`config.mk`:
```
export PLATFORM = sky130hd
export DESIGN_NAME = ss_hiccup_seq
export DESIGN_NICKNAME = d
export VERILOG_FILES = /design/src/rtl/ss_hiccup_pkg.sv /design/src/rtl/ss_step_timer.sv /design/src/rtl/ss_level_ctr.sv /design/src/rtl/ss_seq_fsm.sv /design/src/rtl/ss_hiccup_seq.sv
export SDC_FILE = /design/constraint.sdc
export NUM_CORES = 1
export LEC_CHECK = 0
export ABC_CLOCK_PERIOD_IN_PS = 4800
export CAP_MARGIN = 40
export CORE_MARGIN = 3
export CORE_UTILIZATION = 30
export DETAILED_ROUTE_END_ITERATION = 16
export DONT_BUFFER_PORTS = 1
export PLACE_DENSITY = 0.5
export SYNTH_ARGS = -nofsm -noshare
export SYNTH_HDL_FRONTEND = slang
export SYNTH_SLANG_ARGS = --single-unit
export TNS_END_PERCENT = 20
```
`constraint.sdc`:
```
create_clock -name clk_i -period 4.8 [get_ports clk_i]
set_input_delay 0.48 -clock clk_i [delete_from_list [all_inputs] [get_ports clk_i]]
set_output_delay 0.48 -clock clk_i [all_outputs]
set_load 0.05 [all_outputs]
```
`src/rtl/ss_hiccup_pkg.sv`:
```
package ss_hiccup_pkg;

  typedef enum logic [2:0] {
    ST_IDLE   = 3'd0,  // at floor, waiting for restart conditions
    ST_RAMP   = 3'd1,  // soft-start charge, moc not armed
    ST_RUN    = 3'd2,  // start complete, moc armed
    ST_DERATE = 3'd3,  // moc pull-down until next period start
    ST_SLOW   = 3'd4,  // hiccup drain at slow rate
    ST_FAST   = 3'd5   // shutdown drain at fast rate
  } ss_state_e;

endpackage

```
`src/rtl/ss_step_timer.sv`:
```
module ss_step_timer #(
  parameter int DIV = 2
) (
  input  logic clk_i,
  input  logic rst_ni,
  input  logic clear_i,
  output logic tick_o
);

  localparam int CNT_W = (DIV > 1) ? $clog2(DIV) : 1;

  generate
    if (DIV > 1) begin : g_div
      localparam logic [CNT_W-1:0] LAST = CNT_W'(DIV - 1);
      logic [CNT_W-1:0] cnt_q;

      always_ff @(posedge clk_i or negedge rst_ni) begin
        if (!rst_ni)             cnt_q <= '0;
        else if (clear_i)        cnt_q <= '0;
        else if (cnt_q == LAST)  cnt_q <= '0;
        else                     cnt_q <= cnt_q + 1'b1;
      end

      assign tick_o = (cnt_q == LAST);
    end else begin : g_every
      assign tick_o = 1'b1;
    end
  endgenerate

endmodule

```
`src/rtl/ss_level_ctr.sv`:
```
module ss_level_ctr #(
  parameter int LVL_W     = 8,
  parameter int LVL_MAX   = 200,
  parameter int LVL_FLOOR = 11
) (
  input  logic             clk_i,
  input  logic             rst_ni,
  input  logic             up_i,
  input  logic             dn_i,
  output logic [LVL_W-1:0] level_o
);

  localparam logic [LVL_W-1:0] MAX_L   = LVL_W'(LVL_MAX);
  localparam logic [LVL_W-1:0] FLOOR_L = LVL_W'(LVL_FLOOR);

  logic [LVL_W-1:0] level_q;

  always_ff @(posedge clk_i or negedge rst_ni) begin
    if (!rst_ni)                          level_q <= '0;
    else if (up_i && level_q < MAX_L)     level_q <= level_q + 1'b1;
    else if (dn_i && level_q > FLOOR_L)   level_q <= level_q - 1'b1;
  end

  assign level_o = level_q;

endmodule

```
`src/rtl/ss_seq_fsm.sv`:
```
module ss_seq_fsm
  import ss_hiccup_pkg::*;
#(
  parameter int LVL_W     = 8,
  parameter int LVL_MAX   = 200,
  parameter int LVL_TRIP  = 178,
  parameter int LVL_FLOOR = 11
) (
  input  logic             clk_i,
  input  logic             rst_ni,
  input  logic             period_start_i,
  input  logic             low_phase_i,
  input  logic             moc_i,
  input  logic             soc_i,
  input  logic             uv_i,
  input  logic             ot_set_i,
  input  logic             ot_clr_i,
  input  logic [LVL_W-1:0] level_i,
  input  logic             fast_tick_i,
  input  logic             slow_tick_i,
  output logic             up_o,
  output logic             dn_o,
  output logic             restep_o,
  output logic             off_o
);

  localparam logic [LVL_W-1:0] MAX_L   = LVL_W'(LVL_MAX);
  localparam logic [LVL_W-1:0] TRIP_L  = LVL_W'(LVL_TRIP);
  localparam logic [LVL_W-1:0] FLOOR_L = LVL_W'(LVL_FLOOR);

  ss_state_e state_q, state_d;
  logic      ot_hot_q;
  logic      shut;
  logic      moc_hit;
  logic      off_state;

  // over-temperature hysteresis latch, set wins
  always_ff @(posedge clk_i or negedge rst_ni) begin
    if (!rst_ni)       ot_hot_q <= 1'b0;
    else if (ot_set_i) ot_hot_q <= 1'b1;
    else if (ot_clr_i) ot_hot_q <= 1'b0;
  end

  assign shut    = uv_i | ot_set_i | ot_hot_q;
  assign moc_hit = moc_i & low_phase_i;

  always_comb begin
    state_d = state_q;
    unique case (state_q)
      ST_IDLE: begin
        if (!shut && !soc_i) state_d = ST_RAMP;
      end
      ST_RAMP: begin
        if (shut)                  state_d = ST_FAST;
        else if (soc_i)            state_d = ST_SLOW;
        else if (level_i >= MAX_L) state_d = ST_RUN;
      end
      ST_RUN: begin
        if (shut)         state_d = ST_FAST;
        else if (soc_i)   state_d = ST_SLOW;
        else if (moc_hit) state_d = ST_DERATE;
      end
      ST_DERATE: begin
        if (shut)                              state_d = ST_FAST;
        else if (soc_i)                        state_d = ST_SLOW;
        else if (level_i < TRIP_L)             state_d = ST_SLOW;
        else if (period_start_i && !moc_hit)   state_d = ST_RUN;
      end
      ST_SLOW, ST_FAST: begin
        // new faults are absorbed until the floor is reached
        if (level_i <= FLOOR_L) state_d = ST_IDLE;
      end
      default: state_d = ST_IDLE;
    endcase
  end

  always_ff @(posedge clk_i or negedge rst_ni) begin
    if (!rst_ni) state_q <= ST_IDLE;
    else         state_q <= state_d;
  end

  assign off_state = (state_q == ST_IDLE) || (state_q == ST_SLOW) || (state_q == ST_FAST);

  assign up_o = ((state_q == ST_RAMP) || (state_q == ST_RUN)) && fast_tick_i && !soc_i && !shut;
  assign dn_o = (((state_q == ST_DERATE) || (state_q == ST_FAST)) && fast_tick_i) ||
                ((state_q == ST_SLOW) && slow_tick_i);
  assign restep_o = (state_d != state_q);
  assign off_o    = off_state | soc_i | shut;

endmodule

```
`src/rtl/ss_hiccup_seq.sv`:
```
module ss_hiccup_seq #(
  parameter int LVL_W      = 8,
  parameter int LVL_MAX    = 200,
  parameter int LVL_TRIP   = 178,
  parameter int LVL_FLOOR  = 11,
  parameter int FAST_DIV   = 2,
  parameter int SLOW_RATIO = 50
) (
  input  logic             clk_i,
  input  logic             rst_ni,
  input  logic             period_start_i,
  input  logic             low_phase_i,
  input  logic             moc_i,
  input  logic             soc_i,
  input  logic             uv_vcc_i,
  input  logic             uv_sys_i,
  input  logic             ot_set_i,
  input  logic             ot_clr_i,
  output logic [LVL_W-1:0] ss_level_o,
  output logic             force_off_o
);

  localparam int SLOW_DIV = FAST_DIV * SLOW_RATIO;

  logic fast_tick, slow_tick;
  logic up, dn, restep;
  logic [LVL_W-1:0] level;

  ss_step_timer #(.DIV(FAST_DIV)) u_fast_timer (
    .clk_i   (clk_i),
    .rst_ni  (rst_ni),
    .clear_i (restep),
    .tick_o  (fast_tick)
  );

  ss_step_timer #(.DIV(SLOW_DIV)) u_slow_timer (
    .clk_i   (clk_i),
    .rst_ni  (rst_ni),
    .clear_i (restep),
    .tick_o  (slow_tick)
  );

  ss_level_ctr #(
    .LVL_W     (LVL_W),
    .LVL_MAX   (LVL_MAX),
    .LVL_FLOOR (LVL_FLOOR)
  ) u_level (
    .clk_i   (clk_i),
    .rst_ni  (rst_ni),
    .up_i    (up),
    .dn_i    (dn),
    .level_o (level)
  );

  ss_seq_fsm #(
    .LVL_W     (LVL_W),
    .LVL_MAX   (LVL_MAX),
    .LVL_TRIP  (LVL_TRIP),
    .LVL_FLOOR (LVL_FLOOR)
  ) u_fsm (
    .clk_i          (clk_i),
    .rst_ni         (rst_ni),
    .period_start_i (period_start_i),
    .low_phase_i    (low_phase_i),
    .moc_i          (moc_i),
    .soc_i          (soc_i),
    .uv_i           (uv_vcc_i | uv_sys_i),
    .ot_set_i       (ot_set_i),
    .ot_clr_i       (ot_clr_i),
    .level_i        (level),
    .fast_tick_i    (fast_tick),
    .slow_tick_i    (slow_tick),
    .up_o           (up),
    .dn_o           (dn),
    .restep_o       (restep),
    .off_o          (force_off_o)
  );

  assign ss_level_o = level;

endmodule

```
======== Word-level counts from Yosys, hierarchy flattened ========
Cells that the tools add are included.
operators by class
  equality and inequality tests ........... 7
  $add $sub $neg .......................... 4
  order comparisons ....................... 5
  bitwise gates (word level) .............. 6
  muxes and demuxes ....................... 21
  reduce and logical (&&, ||, !) cells .... 21
operator list
  operator                                                                           number
  3-bit two-way mux                                                                  12
  8-bit less-than comparator (second input constant)                                 2
  8-bit two-way mux                                                                  2
  3-bit case mux with 5 select lines                                                 1
  7-bit two-way mux                                                                  2
  1-bit logical AND                                                                  9
  8-bit by 1-bit adder with 8-bit output (second input constant)                     1
  8-bit >= comparator (second input constant)                                        1
  8-bit by 4-bit greater-than comparator with 1-bit output (second input constant)   1
  8-bit by 4-bit less-or-equal comparator with 1-bit output (second input constant)  1
  8-bit by 1-bit subtractor with 8-bit output (second input constant)                1
  7-bit by 1-bit adder with 7-bit output (second input constant)                     1
  7-bit == test (second input constant)                                              1
  3-bit by 2-bit == test with 1-bit output (second input constant)                   2
  3-bit == test (second input constant)                                              2
  1-bit logical OR                                                                   5
  1-bit bitwise OR                                                                   5
  1-bit two-way mux                                                                  4
  2-bit nonzero test                                                                 2
  3-bit by 1-bit == test with 1-bit output (second input constant)                   1
  1-bit zero test                                                                    3
  3-bit zero test                                                                    1
  3-bit inequality test                                                              1
  2-bit OR reduction                                                                 1
  2 further kinds                                                                    2
storage, ports and cells
  output and inout port bits .............. 9
  bits in registers ....................... 20

======== Logic depth before layout (Yosys ltp) ========
Gate-level depths: netlist of run 1.
  depth after elaboration ................. 10
  mapped depth ............................ 11
  mapped depth without buffers ............ 10

======== Modules after synthesis ========
A second synthesis of run 1 with hierarchy kept.
unflattened totals
  cells, all modules ...................... 145
  area, all modules ....................... 1413.9 um2
modules (own cells, without submodules)
  module                         cells an instance  times used  area an instance (um2)  sequential area each (um2)
  ss_level_ctr                   60                 1           645.6                   200.2
  ss_seq_fsm                     51                 1           414.1                   100.1
  ss_step_timer at u_slow_timer  31                 1           319.1                   175.2
  ss_step_timer at u_fast_timer  2                  1           28.8                    25.0
  ss_hiccup_seq                  1                  1           6.3                     0.0

======== Least setup slack after synthesis of run 1 ========
Ideal clock, no wire load.
  kind .................................... input -> register
  from .................................... input port uv_sys_i
  to ...................................... register u_level.level_q[7] (netlist: u_level.level_o[7])
  required time ........................... 4655 ps
  path slack .............................. 1570 ps
  library setup time ...................... 145 ps
  stages on the path ...................... 11
  data arrival time ....................... 3085 ps
  cells stage by stage .................... or4_1 -> buf_2 -> or3_4 -> nor3_2 -> inv_1 -> ha_1 -> a21oi_1 -> o211ai_1 -> o41ai_1 -> mux2i_1 -> xnor2_1
on the way
  word-level cells in the longest chain between the ends .. 7
RTL lines
  what                                                            RTL line             source
  start, declared                                                 ss_hiccup_seq.sv:16  input logic uv_sys_i,
  1-bit bitwise OR *                                              ss_hiccup_seq.sv:67  .uv_i (uv_vcc_i | uv_sys_i),
  1-bit bitwise OR * (2 in series)                                ss_seq_fsm.sv:44     assign shut = uv_i | ot_set_i | ot_hot_q;
  1-bit zero test *                                               ss_seq_fsm.sv:84     assign up_o = ((state_q == ST_RAMP) || (state_q == ST_RUN)) && fast_tick_i && !soc_i && !shut;
  1-bit logical AND *                                             ss_seq_fsm.sv:84
  1-bit logical AND *                                             ss_level_ctr.sv:20   else if (up_i && level_q < MAX_L) level_q <= level_q + 1'b1;
  8-bit two-way mux / 2-bit nonzero test (equally long branches)  n/a
  end signal, assigned                                            ss_level_ctr.sv:20
  end signal, assigned                                            ss_level_ctr.sv:21   else if (dn_i && level_q > FLOOR_L) level_q <= level_q - 1'b1;
  end, declared                                                   ss_level_ctr.sv:16   logic [LVL_W-1:0] level_q;
Mark *: on every way between the ends. The rest lies on a longest branch, timed or not.
A chain may end at the register's enable or synchronous reset.

======== Final worst setup path of run 1 ========
  from .................................... register u_fsm.ot_hot_q
  to ...................................... register u_level.level_q[7] (netlist: u_level.level_o[7])
on the way
  word-level cells in the longest chain between the ends .. 5
RTL lines
  what                                                            RTL line            source
  start, declared                                                 ss_seq_fsm.sv:32    logic ot_hot_q;
  start signal, assigned                                          ss_seq_fsm.sv:39    if (!rst_ni) ot_hot_q <= 1'b0;
  start signal, assigned                                          ss_seq_fsm.sv:40    else if (ot_set_i) ot_hot_q <= 1'b1;
  start signal, assigned                                          ss_seq_fsm.sv:41    else if (ot_clr_i) ot_hot_q <= 1'b0;
  1-bit bitwise OR *                                              ss_seq_fsm.sv:44
  1-bit zero test *                                               ss_seq_fsm.sv:84
  1-bit logical AND *                                             ss_seq_fsm.sv:84
  1-bit logical AND *                                             ss_level_ctr.sv:20
  8-bit two-way mux / 2-bit nonzero test (equally long branches)  n/a
Marked as above.

==> results.cfg, run 1 <==
[setup_path]
crit_path_cell_trace = or4_1 -> or3_4 -> nor3_2 -> inv_1 -> ha_1 -> a21oi_1 -> o211ai_1 -> o41ai_1 -> mux2i_1 -> xnor2_1
critPathKind = flip-flop to flip-flop
critPathLaunchType = flip-flop
timing.rr.end = u_level.level_o[7]
cp_data_required_time_ns = 4.91
crit_start = u_fsm.ot_hot_q
reg2regPathDepth = 10
critical_path_peak_fanout = 9
cp_slowest_stage_delay_ns = 0.58
crit_slowest_cell = or4_1
endpoint_kind = flip-flop
r2r-start = u_fsm.ot_hot_q
cp.arrival_ns = 3.48
r2r_setup_slack_ns = 1.43

[cts]
postCtsSetupRepairBufs = 0
cts_tree = yes
clk_pin_slew_ns = 0.07
cts_sinks = 20
cts_buffers = 3
cts_hold_buf = 1
cts_buffer_depth = 2
clk_latency_ns = 0.25
htreeDepth = 1
cts_resized = 0
cts_root_buffer = clkbuf_8

[route]
vias = 1078
wl_mm = 3.09
first_pass_iters = 4
vias_per_cell = 5.56
wl_per_cell_um = 15.9
drt_iter0_markers = 43
ant_nets = 0
drc_errors = 0

[timing]
min_period_ns = 3.37
finalClockSkew_ns = 0.00147
max_freq_ghz = 0.297
setup_violations = 0
timing.hold.ws_ns = 0.319
fin_tns_setup_ns = 0
hold_violations = 0
period_share = 0.702
relSlewSlack = 0.544
tightest_slew_ns = 0.675
slew_viol_final = 0
rsz0062_at_grt = false

[synthesis]
synthArstFlopShare = 1.00
yosysUniqueCellTypes = 44
syn_area_per_cell_sq_um = 9.54
synth_top_area_cell = dfrtp_1
synthTopCellsByCount = dfrtp_1 (20), nand2_1 (11), nor2_1 (10)
synthCells = 143
synth_nets = 161
synth_most_common_cell = dfrtp_1
ys.flop_type = dfrtp_1
ys_warn_count = 0
synth_top_area_share = 0.367
syn-cell-area_sq_mm = 0.00136
synth-seq-cells = 20
yosysSeqAreaShare = 0.367
synth_edf_count = 0
synth.area.top_cells = dfrtp_1 (37%), ha_1 (6.4%), mux2_2 (5.0%)

[run]
maxCapViolations = 0

[floorplan]
dieWidth_um = 73.4
num_rows = 23
start_util = 0.325
coreArea_sq_mm = 0.00420
ios = 19
die-height_um = 73.4
design.die.area_sq_mm = 0.00539

[grt]
use_met1 = 0.194
met2_usage = 0.185
top_usage_layer = met1
antenna_found_initial = 0
grt_pass1_vias = 1066
grt_start_max_net_pins = 21
grt_overflow = 0
grt_pass1_wl_mm = 5.43
grt_util_all_layers = 0.128
grtUsageMet3 = 0.0219

[placement]
dpl_cell_area_sq_mm = 0.00141
hpwlAfterDp_mm = 2.33
gp_congestion = 0.836
io_buffers = 0

[finish]
diodes = 0
layout.nets = 164
post-route-cell-area_sq_mm = 0.00148
register_area_sq_um = 500
multi_input_area_sq_um = 813
fillers = 437
drive_gt1_frac = 0.118
area_delta_synth_final_pct = 8.26

[outcome]
status = finished clean

[power]
ir_drop_uv = 346
p_per_area_mw_per_mm2 = 705
p_leak_uw = 0.000577

[worst_hold_path]
min-delay-path-class = input pin to flip-flop
hold_start = ot_set_i
hold_path_depth = 1
min_to = u_fsm.ot_hot_q
sequential cells by signal, summed over array words and instances (netlist names):
signal,flops
u_fsm.state_q,3
u_slow_timer.g_div.cnt_q,7
u_fast_timer.tick_o,1
u_fsm.ot_hot_q,1
u_level.level_o,8
worst max path at each step:
stage	slack, ns	to	depth (start not counted)
6_report	1.43	u_level.level_o[7]	10
5_1_grt	1.21	u_level.level_o[7]	10
4_1_cts	1.44	u_level.level_o[7]	10
3_5_place_dp	1.23	u_level.level_o[7]	10
3_3_place_gp	1.36	u_level.level_o[7]	10
2_1_floorplan	1.57	u_level.level_o[7]	11
area by class of cell:
type                    count  area share
flip-flops and latches     20       0.339
repair buffers              3      0.0195
inverters                   8      0.0203
clock buffers               3      0.0280
well taps                  50      0.0424
multi-input cells         110       0.551
metrics by stage:
stage | utilization | setup slack, ns | power [uW] | std cells
3_5_place_dp | 0.337 | 1.23 | 928 | 189
5_1_grt | 0.351 | 1.21 | 1130 | 194
3_3_place_gp | 0.335 | 1.36 | 910 | 188
2_1_floorplan | - | 1.57 | 818 | 143
4_1_cts | 0.349 | 1.44 | 1050 | 193
6_report | 0.351 | 1.43 | 1040 | 194
layout by cell type (no fill, tap or decap), types with 2 or more instances in the layout:
cell      instances
xnor2_1           7
a21oi_1           6
nor2_1           10
ha_1              7
nor3b_1           4
clkbuf_8          3
mux2_2            6
o21bai_1          2
xor2_1            5
mux2i_1           2
o211ai_1          3
nand3_1           6
a221oi_1          2
o21ai_1           2
nor2b_1           2
or3_1             2
nor4_1            2
dfrtp_1          20
nand2_1          11
or4_1             2
nor3_1            8
inv_1             8
worst max-delay path, delay by kind of cell, from the launching register on:
| family | cells | cell delay, ns |
|---|---|---|
| flip-flops | 1 | 0.38 |
| XOR/XNOR | 1 | 0.09 |
| adder cells (fa/ha/maj) | 1 | 0.32 |
| buffers and inverters | 1 | 0.20 |
| AND/OR/NAND/NOR | 3 | 1.25 |
| AO/OA/AOI/OAI | 3 | 0.71 |
| multiplexers | 1 | 0.27 |
report_power, final:
| part | leakage (uW) | internal (uW) | switching [uW] |
|---|---|---|---|
| combinational | 0.000308 | 228 | 233 |
| clock | 0.0000216 | 55.8 | 53.2 |
| sequential | 0.000247 | 231 | 239 |
logic make-up (layout without fill, tap and decap cells):
family,after synthesis,count (layout),share of synthesized area
AO/OA/AOI/OAI,29,29,0.165
XOR/XNOR,12,12,0.0771
adder cells (fa/ha/maj),8,8,0.0789
buffers and inverters,13,14,0.0367
flip-flops,20,20,0.367
multiplexers,8,8,0.0642
AND/OR/NAND/NOR,53,53,0.211
per-layer routing:
| metal | vias to the layer above | part of all wire |
|---|---|---|
| met4 | 0 | 0.0065 |
| li1 | 530 | - |
| met2 | 27 | 0.43 |
| met3 | 2 | 0.059 |
| met1 | 519 | 0.50 |
| met5 | - | 0 |
(Power assumes the default switching activity.)
==> run 2: changes to the inputs <==
--- a/config.mk
+++ b/config.mk
@@ -5,13 +5,14 @@
 export SDC_FILE = /design/constraint.sdc
 export NUM_CORES = 1
 export LEC_CHECK = 0
-export ABC_CLOCK_PERIOD_IN_PS = 4800
+export ABC_AREA = 1
+export ABC_CLOCK_PERIOD_IN_PS = 2800
 export CAP_MARGIN = 40
 export CORE_MARGIN = 3
 export CORE_UTILIZATION = 30
 export DETAILED_ROUTE_END_ITERATION = 16
 export DONT_BUFFER_PORTS = 1
-export PLACE_DENSITY = 0.5
+export PLACE_DENSITY = 0.51
 export SYNTH_ARGS = -nofsm -noshare
 export SYNTH_HDL_FRONTEND = slang
 export SYNTH_SLANG_ARGS = --single-unit
==> constraint.sdc (replaced) <==
create_clock -name clk_i -period 2.8 [get_ports clk_i]
set_input_delay 0.28 -clock clk_i [delete_from_list [all_inputs] [get_ports clk_i]]
set_output_delay 0.28 -clock clk_i [all_outputs]
set_load 0.05 [all_outputs]
==> run 2 against run 1 <==
Fmax increased by 41%. Critical path depth increased by 3. Wire length fell by 7.7%. Core utilization grew 1.3 points. Clock power up 71%. Non-clock buffer count is 5 higher. Register-to-register slack worse by 1.0 ns. Critical path type unchanged.
==> results.cfg, run 2 <==
[route]
wl_mm = 2.85
vias = 1144
ant_nets = 0
vias_per_cell = 4.59
drt_iter0_markers = 61
drc_errors = 0
first_pass_iters = 4
wl_per_cell_um = 11.4

[synthesis]
synth_edf_count = 0
synthTopCellsByCount = nand2_1 (56), nor2_1 (21), dfrtp_1 (20)
synth_top_area_cell = dfrtp_1
synthArstFlopShare = 1.00
syn_area_per_cell_sq_um = 7.16
ys.flop_type = dfrtp_1
synthCells = 188
synth-seq-cells = 20
yosysSeqAreaShare = 0.372
ys_warn_count = 0
synth.area.top_cells = dfrtp_1 (37%), nand2_1 (16%), ha_1 (6.5%)
yosysUniqueCellTypes = 22
synth_nets = 206
syn-cell-area_sq_mm = 0.00135
synth_top_area_share = 0.372
synth_most_common_cell = nand2_1

[setup_path]
crit_slowest_cell = dfrtp_1
cp_num_buf_inv = 2
critPathLaunchType = flip-flop
cp_slowest_stage_delay_ns = 0.42
cp.arrival_ns = 2.54
cp_top_family = compound AO/OA/AOI/OAI gates
endpoint_kind = flip-flop
crit_path_cell_trace = inv_2 -> nand3_1 -> o21ai_1 -> nand4_1 -> buf_4 -> ha_1 -> a21oi_1 -> nand2_1 -> nand2_1 -> nand2_1 -> a21oi_1 -> xor2_1 -> o21ai_1
crit_top_cell = nand2_1
critPathKind = flip-flop to flip-flop
critical_path_peak_fanout = 9
cp_data_required_time_ns = 2.94

[worst_hold_path]
min-delay-path-class = input pin to flip-flop

[floorplan]
num_rows = 23
coreArea_sq_mm = 0.00417
start_util = 0.323
design.die.area_sq_mm = 0.00533
die-height_um = 73.0
dieWidth_um = 73.0
ios = 19

[finish]
final_common_cell = nand2_1
layout_common_cells = nand2_1 (56), nor2_1 (21), dfrtp_1 (20)
largest_register_ff_count = 8
drive_gt1_frac = 0.101
layout.nets = 219
area_delta_synth_final_pct = 12.9
utilization = 0.364
diodes = 0
post-route-cell-area_sq_mm = 0.00152

[cts]
clk_pin_slew_ns = 0.07
cts_root_buffer = clkbuf_8
cts_resized = 0
cts_sinks = 20
cts_buffer_depth = 2
cts_tree = yes
htreeDepth = 1
clk_latency_ns = 0.25
cts_buffers = 3

[power]
ir_drop_uv = 129
pwr-share-comb = 0.034
power_switching_uw = 101
p_clk_frac = 0.377
p_per_area_mw_per_mm2 = 324
p_leak_uw = 0.000772
p_int_uw = 391
p_seq_frac = 0.589
sw_frac_of_total = 0.205

[grt]
antenna_found_initial = 0
grt_start_max_net_pins = 21
grt_util_all_layers = 0.123
grt_pass1_wl_mm = 5.20
grt_overflow = 0
grt_pass1_vias = 1138

[timing]
hold_violations = 0
timing.hold.ws_ns = 0.124
finalClockSkew_ns = 0.00306
min_period_ns = 2.40
rsz0062_at_grt = false
relSlewSlack = 0.610
setup_violations = 0
fin_tns_setup_ns = 0
max_freq_ghz = 0.417
tightest_slew_ns = 0.586
period_share = 0.856
slew_viol_final = 0

[outcome]
status = finished clean

[run]
maxCapViolations = 0

[placement]
dpl_cell_area_sq_mm = 0.00145
hpwlAfterDp_mm = 2.24
io_buffers = 0
gp_congestion = 0.885
-- run 2: metrics by stage --
stage,instances,setup slack [ns],total power [uW]
6_report,249,0.403,492
5_1_grt,249,0.0113,515
4_1_cts,248,0.393,504
3_5_place_dp,244,0.414,303
3_3_place_gp,244,0.374,303
2_1_floorplan,188,0.306,302
-- run 2: path summary, 6_finish.rpt --
| check | to | slack (ns) | cells past startpoint | startpoint |
|---|---|---|---|---|
| min in group asynchronous | u_slow_timer.g_div.cnt_q[3] | 0.32 | 1 | rst_ni |
| min reg2reg | u_fast_timer.tick_o | 0.47 | 1 | u_fast_timer.tick_o |
| max in group asynchronous | u_level.level_o[4] | 2.09 | 2 | rst_ni |
| min | u_fsm.ot_hot_q | 0.12 | 1 | ot_clr_i |
| max reg2reg | u_level.level_o[5] | 0.40 | 13 | u_fsm.state_q[0] |
| max | u_level.level_o[5] | 0.40 | 13 | u_fsm.state_q[0] |
-- run 2: kinds of logic (layout without fill, tap and decap cells) --
| family | Yosys count | after routing | synth area share |
|---|---|---|---|
| AND/OR/NAND/NOR | 108 | 108 | 0.349 |
| buffers and inverters | 23 | 34 | 0.0641 |
| AO/OA/AOI/OAI | 20 | 20 | 0.0762 |
| flip-flops | 20 | 20 | 0.372 |
| XOR/XNOR | 9 | 9 | 0.0586 |
| adder cells (fa/ha/maj) | 8 | 8 | 0.0799 |
-- run 2: power groups by stage --
stage,clock network (uW),logic [uW],registers [uW]
3_3_place_gp,0,7.78,296
2_1_floorplan,0,6.50,296
4_1_cts,199,15.0,290
3_5_place_dp,0,7.64,296
5_1_grt,206,19.5,290
6_report,186,16.6,290
-- run 2: repair_timing --
item	CTS	global route
hold endpoints to repair	20	0
hold buffers	1	0
setup buffers	0	0
-- run 2: worst reg2reg max path: stages (launching register included) --
cell and delay [ns]:
dfrtp_1 0.42, inv_2 0.13, nand3_1 0.14, o21ai_1 0.16, nand4_1 0.12, buf_4 0.19, ha_1 0.34, a21oi_1 0.16
nand2_1 0.10, nand2_1 0.09, nand2_1 0.05, a21oi_1 0.15, xor2_1 0.17, o21ai_1 0.08
-- run 2: final cells by class --
class,instances,area [sq um]
flip-flops and latches,20,500
well taps,50,62.6
clock buffers,3,41.3
inverters,23,86.3
fillers,443,2650
multi-input cells,145,759
repair buffers,8,70.1
-- run 2: per-layer routing --
layer  global-route usage  wire length [um]
met3               0.0344               142
met1                0.169              1480
met2                0.189              1190
met4               0.0369                38
met5                    0                 0
